==> src/rtl/shrx_pkg.sv <==
package shrx_pkg;
  localparam int DATA_MAX = 8;
  localparam int SR_W     = 2 * DATA_MAX;
  localparam int CNT_W    = $clog2(SR_W + 1);

  typedef struct packed {
    logic       single_sync;
    logic       ext_mode;
    logic       par_even;
    logic       par_en;
    logic [1:0] len_code;
  } rx_cfg_t;

  // number of data bits for a length code: 5..8
  function automatic logic [3:0] char_bits(logic [1:0] code);
    return 4'd5 + {2'b00, code};
  endfunction

  function automatic logic [DATA_MAX-1:0] len_mask(logic [1:0] code);
    return {DATA_MAX{1'b1}} >> (2'd3 - code);
  endfunction

  // character in the window: older=0 newest, older=1 the one before it
  function automatic logic [DATA_MAX-1:0] window_char(logic [SR_W-1:0] sr,
                                                      logic [1:0] code, logic older);
    logic [CNT_W-1:0] shift;
    shift = CNT_W'(SR_W) - (older ? {CNT_W'(char_bits(code)) << 1}
                                  : CNT_W'(char_bits(code)));
    return DATA_MAX'(sr >> shift) & len_mask(code);
  endfunction

  function automatic logic parity_fail(logic [DATA_MAX-1:0] data, logic pbit, logic even);
    return (^data) ^ pbit ^ ~even;
  endfunction
endpackage

==> src/rtl/shrx_hunt.sv <==
module shrx_hunt
  import shrx_pkg::*;
(
  input  logic                clk,
  input  logic                rst_n,
  input  logic                tick,
  input  logic                bit_in,
  input  logic                enable,
  input  logic                enter_hunt,
  input  logic                ext_sync,
  input  logic                ext_mode,
  input  logic                single_sync,
  input  logic [1:0]          len_code,
  input  logic [DATA_MAX-1:0] sync_a,
  input  logic [DATA_MAX-1:0] sync_b,
  output logic                hunting,
  output logic                hunt_exit
);
  logic [SR_W-1:0]  sr, sr_next;
  logic [CNT_W-1:0] fill, fill_next, need;
  logic [DATA_MAX-1:0] msk;
  logic match, filled;

  always_comb begin
    msk       = len_mask(len_code);
    sr_next   = {bit_in, sr[SR_W-1:1]};
    fill_next = (fill == CNT_W'(SR_W)) ? fill : fill + 1'b1;
    need      = single_sync ? CNT_W'(char_bits(len_code))
                            : CNT_W'(char_bits(len_code)) << 1;
    filled    = fill_next >= need;
    if (single_sync)
      match = window_char(sr_next, len_code, 1'b0) == (sync_a & msk);
    else
      match = (window_char(sr_next, len_code, 1'b1) == (sync_a & msk)) &&
              (window_char(sr_next, len_code, 1'b0) == (sync_b & msk));
    hunt_exit = hunting && !enter_hunt &&
                (ext_mode ? (enable && ext_sync) : (tick && filled && match));
  end

  always_ff @(posedge clk or negedge rst_n) begin
    if (!rst_n) begin
      hunting <= 1'b1;
      sr      <= '0;
      fill    <= '0;
    end else if (enter_hunt) begin
      hunting <= 1'b1;
      sr      <= '0;
      fill    <= '0;
    end else begin
      if (hunting && tick) begin
        sr   <= sr_next;
        fill <= fill_next;
      end
      if (hunt_exit) hunting <= 1'b0;
    end
  end
endmodule

==> src/rtl/shrx_frame.sv <==
module shrx_frame
  import shrx_pkg::*;
(
  input  logic                clk,
  input  logic                rst_n,
  input  logic                tick,
  input  logic                bit_in,
  input  logic                hunting,
  input  logic [1:0]          len_code,
  input  logic                par_en,
  input  logic                par_even,
  output logic                char_done,
  output logic [DATA_MAX-1:0] char_val,
  output logic                par_bad
);
  logic [3:0] cnt, nbits, last;
  logic [DATA_MAX-1:0] acc, acc_next;
  logic in_par;

  always_comb begin
    nbits    = char_bits(len_code);
    last     = nbits - 4'd1 + {3'b000, par_en};
    in_par   = par_en && (cnt == nbits);
    acc_next = (cnt == 4'd0) ? '0 : acc;
    if (!in_par) acc_next[cnt[2:0]] = bit_in;
    char_done = tick && !hunting && (cnt == last);
    char_val  = acc_next;
    par_bad   = in_par && parity_fail(acc, bit_in, par_even);
  end

  always_ff @(posedge clk or negedge rst_n) begin
    if (!rst_n) begin
      cnt <= '0;
      acc <= '0;
    end else if (hunting) begin
      cnt <= '0;
    end else if (tick) begin
      acc <= acc_next;
      cnt <= (cnt == last) ? 4'd0 : cnt + 4'd1;
    end
  end
endmodule

==> src/rtl/shrx_hold.sv <==
module shrx_hold
  import shrx_pkg::*;
(
  input  logic                clk,
  input  logic                rst_n,
  input  logic                char_done,
  input  logic [DATA_MAX-1:0] char_val,
  input  logic                par_bad,
  input  logic                hunt_exit,
  input  logic                rd_data,
  input  logic                rd_status,
  input  logic                err_reset,
  output logic [DATA_MAX-1:0] rx_char,
  output logic                rx_ready,
  output logic                sync_det,
  output logic                overrun_err,
  output logic                parity_err
);
  always_ff @(posedge clk or negedge rst_n) begin
    if (!rst_n) begin
      rx_char     <= '0;
      rx_ready    <= 1'b0;
      sync_det    <= 1'b0;
      overrun_err <= 1'b0;
      parity_err  <= 1'b0;
    end else begin
      if (char_done) begin
        rx_char  <= char_val;
        rx_ready <= 1'b1;
      end else if (rd_data) begin
        rx_ready <= 1'b0;
      end

      if (char_done && rx_ready && !rd_data) overrun_err <= 1'b1;
      else if (err_reset)                     overrun_err <= 1'b0;

      if (char_done && par_bad) parity_err <= 1'b1;
      else if (err_reset)       parity_err <= 1'b0;

      if (hunt_exit)      sync_det <= 1'b1;
      else if (rd_status) sync_det <= 1'b0;
    end
  end
endmodule

==> src/rtl/sync_hunt_rx.sv <==
module sync_hunt_rx
  import shrx_pkg::*;
(
  input  logic       clk,
  input  logic       rst_n,
  input  logic       bit_tick,
  input  logic       rx_data,
  input  logic       ext_sync,
  input  logic       rx_enable,
  input  logic       mode_wr,
  input  logic [5:0] mode_in,
  input  logic       sync_wr_a,
  input  logic       sync_wr_b,
  input  logic [7:0] sync_in,
  input  logic       cmd_hunt,
  input  logic       cmd_err_reset,
  input  logic       rd_data,
  input  logic       rd_status,
  output logic [7:0] rx_char,
  output logic       rx_ready,
  output logic       sync_det,
  output logic       overrun_err,
  output logic       parity_err
);
  rx_cfg_t cfg;
  logic [DATA_MAX-1:0] sync_a, sync_b, char_val;
  logic tick, hunting, hunt_exit, char_done, par_bad;

  assign tick = bit_tick && rx_enable;

  always_ff @(posedge clk or negedge rst_n) begin
    if (!rst_n) begin
      cfg    <= '0;
      sync_a <= '0;
      sync_b <= '0;
    end else begin
      if (mode_wr)   cfg    <= rx_cfg_t'(mode_in);
      if (sync_wr_a) sync_a <= sync_in;
      if (sync_wr_b) sync_b <= sync_in;
    end
  end

  shrx_hunt u_hunt (
    .clk(clk), .rst_n(rst_n), .tick(tick), .bit_in(rx_data), .enable(rx_enable),
    .enter_hunt(cmd_hunt), .ext_sync(ext_sync), .ext_mode(cfg.ext_mode),
    .single_sync(cfg.single_sync), .len_code(cfg.len_code),
    .sync_a(sync_a), .sync_b(sync_b), .hunting(hunting), .hunt_exit(hunt_exit)
  );

  shrx_frame u_frame (
    .clk(clk), .rst_n(rst_n), .tick(tick), .bit_in(rx_data), .hunting(hunting),
    .len_code(cfg.len_code), .par_en(cfg.par_en), .par_even(cfg.par_even),
    .char_done(char_done), .char_val(char_val), .par_bad(par_bad)
  );

  shrx_hold u_hold (
    .clk(clk), .rst_n(rst_n), .char_done(char_done), .char_val(char_val),
    .par_bad(par_bad), .hunt_exit(hunt_exit), .rd_data(rd_data),
    .rd_status(rd_status), .err_reset(cmd_err_reset), .rx_char(rx_char),
    .rx_ready(rx_ready), .sync_det(sync_det), .overrun_err(overrun_err),
    .parity_err(parity_err)
  );
endmodule

==> config.mk <==
export PLATFORM = sky130hd
export DESIGN_NAME = sync_hunt_rx
export DESIGN_NICKNAME = d
export VERILOG_FILES = /design/src/rtl/shrx_pkg.sv /design/src/rtl/shrx_hunt.sv /design/src/rtl/shrx_frame.sv /design/src/rtl/shrx_hold.sv /design/src/rtl/sync_hunt_rx.sv
export SDC_FILE = /design/constraint.sdc
export NUM_CORES = 1
export LEC_CHECK = 0
export ABC_AREA = 1
export CORE_ASPECT_RATIO = 1.5
export CORE_UTILIZATION = 41
export DETAILED_ROUTE_END_ITERATION = 10
export RECOVER_POWER = 25
export REMOVE_ABC_BUFFERS = 1
export SYNTH_ARGS = -nofsm -noshare
export SYNTH_HDL_FRONTEND = slang
export SYNTH_SLANG_ARGS = --single-unit
==> constraint.sdc <==
create_clock -name clk -period 5.5 [get_ports clk]
set_input_delay 1.1 -clock clk [delete_from_list [all_inputs] [get_ports clk]]
set_output_delay 1.1 -clock clk [all_outputs]
set_load 0.1 [all_outputs]
======== Word level (Yosys, flattened, before mapping) ========
Cells that the tools add are included.
storage, ports and cells
  bits in registers ....................... 68
  bits of input ports ..................... 27
  word-level logic and storage cells ...... 99
cells by class
  add/sub/neg operators ................... 8
  order comparisons ....................... 3
  equal/unequal tests ..................... 6
  shifts and indexed selects .............. 3
  muxes and demuxes ....................... 25
  bitwise gates (word level) .............. 8
  reductions and logical operators ........ 29
operators by type and width
  operator                                             count
  bitwise AND 8 bit                                    4
  two-way mux 16 bit                                   2
  >> shifter 16 x 5 -> 8 bit                           2
  equality test 8 bit                                  3
  two-way mux 5 bit                                    4
  logical AND 1 bit                                    16
  two-way mux 8 bit                                    2
  nonzero test 2 bit                                   7
  two-way mux 1 bit                                    12
  two-way mux 4 bit                                    3
  bitwise mux 8 bit                                    1
  equality test 4 bit                                  2
  parity 8 bit                                         1
  >> shifter 8 x 2 -> 8 bit (first input constant)     1
  adder 5 x 1 -> 5 bit (second input constant)         1
  equality test 5 bit (second input constant)          1
  greater-or-equal comparator 5 bit                    1
  subtractor 5 x 4 -> 5 bit (first input constant)     1
  subtractor 5 bit (first input constant)              1
  adder 3 x 2 -> 4 bit (first input constant)          1
  adder 4 x 1 -> 4 bit                                 1
  adder 4 x 1 -> 4 bit (second input constant)         1
  logical NOT 4 bit                                    1
  < comparator 3 x 4 -> 1 bit (second input constant)  1
  other kinds (8)                                      12

======== Longest topological paths before layout ========
  depth in word-level cells ............... 12
  mapped depth ............................ 24
  gate-level depth less buffers ........... 19

======== Hierarchy ========
Synthesis repeated with hierarchy kept, for this count alone.
unflattened totals
  cells, all modules ...................... 704
  area total of the unflattened synthesis .. 4669.5 um^2
modules (own cells, without submodules)
  module        times used  cells an instance  area each (um^2)
  shrx_hunt     1           365                2149.6
  shrx_frame    1           194                1219.9
  sync_hunt_rx  1           95                 839.6
  shrx_hold     1           50                 460.4

======== Worst setup path before layout ========
OpenSTA, ideal clock, no wires.
  path kind ............................... reg-to-reg
  start ................................... register cfg[0] (netlist name)
  end ..................................... register u_hold.overrun_err
  arrival ................................. 2.399 ns
  path slack .............................. 3.006 ns
  stages on the path, launching flop included .. 16
  period minus slack after synthesis ...... 2.494 ns
  cell sequence ........................... dfrtp_1 > buf_6 > inv_4 > buf_6 > buf_6 > ha_1 > buf_6 > inv_4 > ha_1 > xnor2_1 > xor2_1 > nor2_1 > nand2_1 > nor2_4 > inv_2 > o32ai_2
between the ends
  cells in the longest elaborated chain, start to end .. 8
  elaborated cells on any way between the ends .. 9
  those cells by class .................... add/sub (3); eq/ne (1); mux (1); reduce/logical (4)
RTL lines
  what                                                            line                source
  start: declaration                                              sync_hunt_rx.sv:25  rx_cfg_t cfg;
  start signal: assignment                                        sync_hunt_rx.sv:37  if (mode_wr) cfg <= rx_cfg_t'(mode_in);
  adder 3 x 2 -> 4 bit *                                          shrx_pkg.sv:16      return 4'd5 + {2'b00, code};
  subtractor 4 x 1 -> 4 bit *                                     shrx_frame.sv:22    last = nbits - 4'd1 + {3'b000, par_en};
  adder 4 x 1 -> 4 bit *                                          shrx_frame.sv:22
  equality test 4 bit *                                           shrx_frame.sv:26    char_done = tick && !hunting && (cnt == last);
  logical AND 1 bit *                                             shrx_frame.sv:26
  logical AND 1 bit * (2 in a row)                                shrx_hold.sv:34     if (char_done && rx_ready && !rd_data) overrun_err <= 1'b1;
  two-way mux 1 bit / nonzero test 2 bit (equally long branches)  -
  end signal: assignment                                          shrx_hold.sv:24     overrun_err <= 1'b0;
  end signal: assignment                                          shrx_hold.sv:34
  end signal: assignment                                          shrx_hold.sv:35     else if (err_reset) overrun_err <= 1'b0;
  end: declaration                                                shrx_hold.sv:16     output logic overrun_err,
Every way passes the cells marked *; elsewhere a longest branch is shown, timed or not.
A chain may end at the register's enable or synchronous reset.

======== Final worst setup path ========
Ends and elaborated chain as after synthesis.

==> out/metrics.cfg <==
[run_status]
outcome=complete, no violations

[die]
die_h_um=128
start_util=0.427
io_pins=39
core_mm2=0.0102
std_cell_rows=45
dieArea_mm2=0.0111
die_x_um=86.3

[setup_path]
required_ns=5.74
criticalPathCategory=flop to flop
rr_worst_depth=13
crit_arrival_ns=3.20
path_max_fanout=27
critPathCaptureType=flop
start_kind=flop

[timing]
fin_ws_ns=2.54
slew_headroom=0.340
period_share=0.538
tns_ns=0
finalSetupViolations=0
hold_viol=0
skew_ns=0.00576
finalMaxSlewViolations=0
worstMarginPinSlew_ns=0.986
fin_crit_ns=2.96
rsz0062_at_grt=false
timing.hold.ws_ns=0.479
max_freq_ghz=0.338

[placement]
placed_area_mm2=0.00482
hpwlAfterDp_um=8710
io_buffers=38
post-place-ws_ns=2.20
place_congestion=0.959

[clock_tree]
clkTransAtPathRegs_ns=0.05
cts_resized=0
cts_tree=built
numClockSinks=67
cts_hold_buffers=0
insertion_delay_ns=0.34
postCtsSetupRepairBufs=0
cts_buffer_depth=2
htreeDepth=3
cts_root_buf=clkbuf_16
numCtsBuffers=9

[min_path]
hold_path.class=flop to flop
holdPathStages=2

[synthesis]
synth_edf_count=0
synth_top_area_frac=0.378
synth_commonest_cells=253 x nand2_1, 74 x inv_1, 66 x dfrtp_1
netlist_area_mm2=0.00437
synthTopCellsByArea=dfrtp_1 38%, nand2_1 22%, inv_1 6.4%
yosysMostFrequentCell=nand2_1
netlist_instances=633
yosysWarningCount=0
yosysSeqAreaShare=0.384
async_flop_share=1.00
synth.avg_cell_area_um2=6.91
synth_top_area_cell=dfrtp_1
synthFlopType=dfrtp_1
synth.distinct_cells=32
ys_seq_elements=67

[power]
ir_drop_v=0.000207
power.leakage_nw=2.58
power_density_mw_per_mm2=293
p_total_w=0.00149

[route]
drcViolationCount=0
first_iter_violations=235
wl_per_cell_um=14.1
vias_per_cell=5.06
first_pass_iters=5
vias=4108
wl_um=11500
antenna_left=0

[final_layout]
syn2layout_area_growth_pct=16.7
drive_gt1_frac=0.0522
diodes=0
finalInstanceArea_mm2=0.00510
nNetsFinal=707

[grt]
grt_pass1_vias=4238
antenna_found_initial=0
overflow=0
grt_use_total=0.229
grt_first_pass_wirelength_um=19600
grt_max_degree=68

[run]
cap_viol_max_count=0

-- worst max-delay path, stage by stage (launching register included) --
cell     delay, ns
dfrtp_1       0.38
buf_4         0.29
ha_1          0.43
inv_1         0.07
nand2_1       0.07
nand2_1       0.32
nand2_1       0.14
o21ai_0       0.11
xor2_1        0.16
nor2_1        0.09
nand2_1       0.13
nor2_4        0.26
inv_2         0.16
o32ai_2       0.23
-- kinds of logic (layout without fill, tap and decap cells) --
kind of cell,count (synthesis),after routing,share of synthesized area
and+or+nand+nor,359,359,0.338
DFF,67,67,0.384
AOI/OAI and AO/OA,74,74,0.0961
adders and majority gates,14,14,0.0401
xor gates and xnor gates,20,20,0.0401
muxes,1,1,0.00257
buffers and inverters,98,136,0.0990
-- worst paths after layout --
check / start / to / slack, ns
worst max-delay path: cfg[0] / u_hold.overrun_err / 2.54
worst min-delay path: u_hold.rx_char[2] / u_hold.rx_char[2] / 0.48
worst max register to register: cfg[0] / u_hold.overrun_err / 2.54
worst min register to register: u_hold.rx_char[2] / u_hold.rx_char[2] / 0.48
max in group asynchronous: rst_n / sync_b[1] / 3.97
min in group asynchronous: rst_n / u_hunt.sr[1] / 0.96
-- layout by cell type, fill, tap and decap left out, types with 9 or more instances in the layout --
cell type and instances:
clkbuf_16 9, ha_1 14, xor2_1 10, o21ai_0 33, clkdlybuf4s50_1 37, nor2_1 37, o21ai_1 9, xnor2_1 10
dfrtp_1 66, inv_1 74, nand3_1 51, nand2_1 253, o22ai_1 22
-- routing by layer --
layer / global-route usage / wire length [um] / up-vias
li1: - / - / 2067
met1: 0.254 / 4640 / 1916
met2: 0.410 / 5980 / 83
met3: 0.0334 / 321 / 42
met4: 0.137 / 536 / 0
met5: 0 / 0 / -
-- sequential cells by signal, summed over array words and instances, names as in the netlist, 4 cells and up --
signal / count
sync_a: 8
sync_b: 8
u_hunt.sr: 15
u_hold.rx_char: 8
cfg: 6
u_frame.cnt: 4
u_hunt.fill: 5
u_frame.acc: 8
-- report_power, final --
part	switching, W	internal [W]	total, W
combinational	0.000262	0.000133	0.000395
clock	0.000209	0.000341	0.000550
sequential	0.0000256	0.000524	0.000550
-- area by class of cell --
cell class	instances	area, um^2
Multi-Input combinational cell	468	2260
Fill cell	1075	5140
Tap cell	141	176
Clock inverter	2	10.0
Timing Repair Buffer	42	405
Sequential cell	67	1680
Inverter	78	298
Clock buffer	14	274
-- metrics by stage --
step,utilization,cells
after CTS,0.498,812
after global routing,0.498,812
after floorplan,-,613
final,0.498,812
after global placement,0.470,796
after detailed placement,0.470,796
Power figures use the tool's default switching activity.
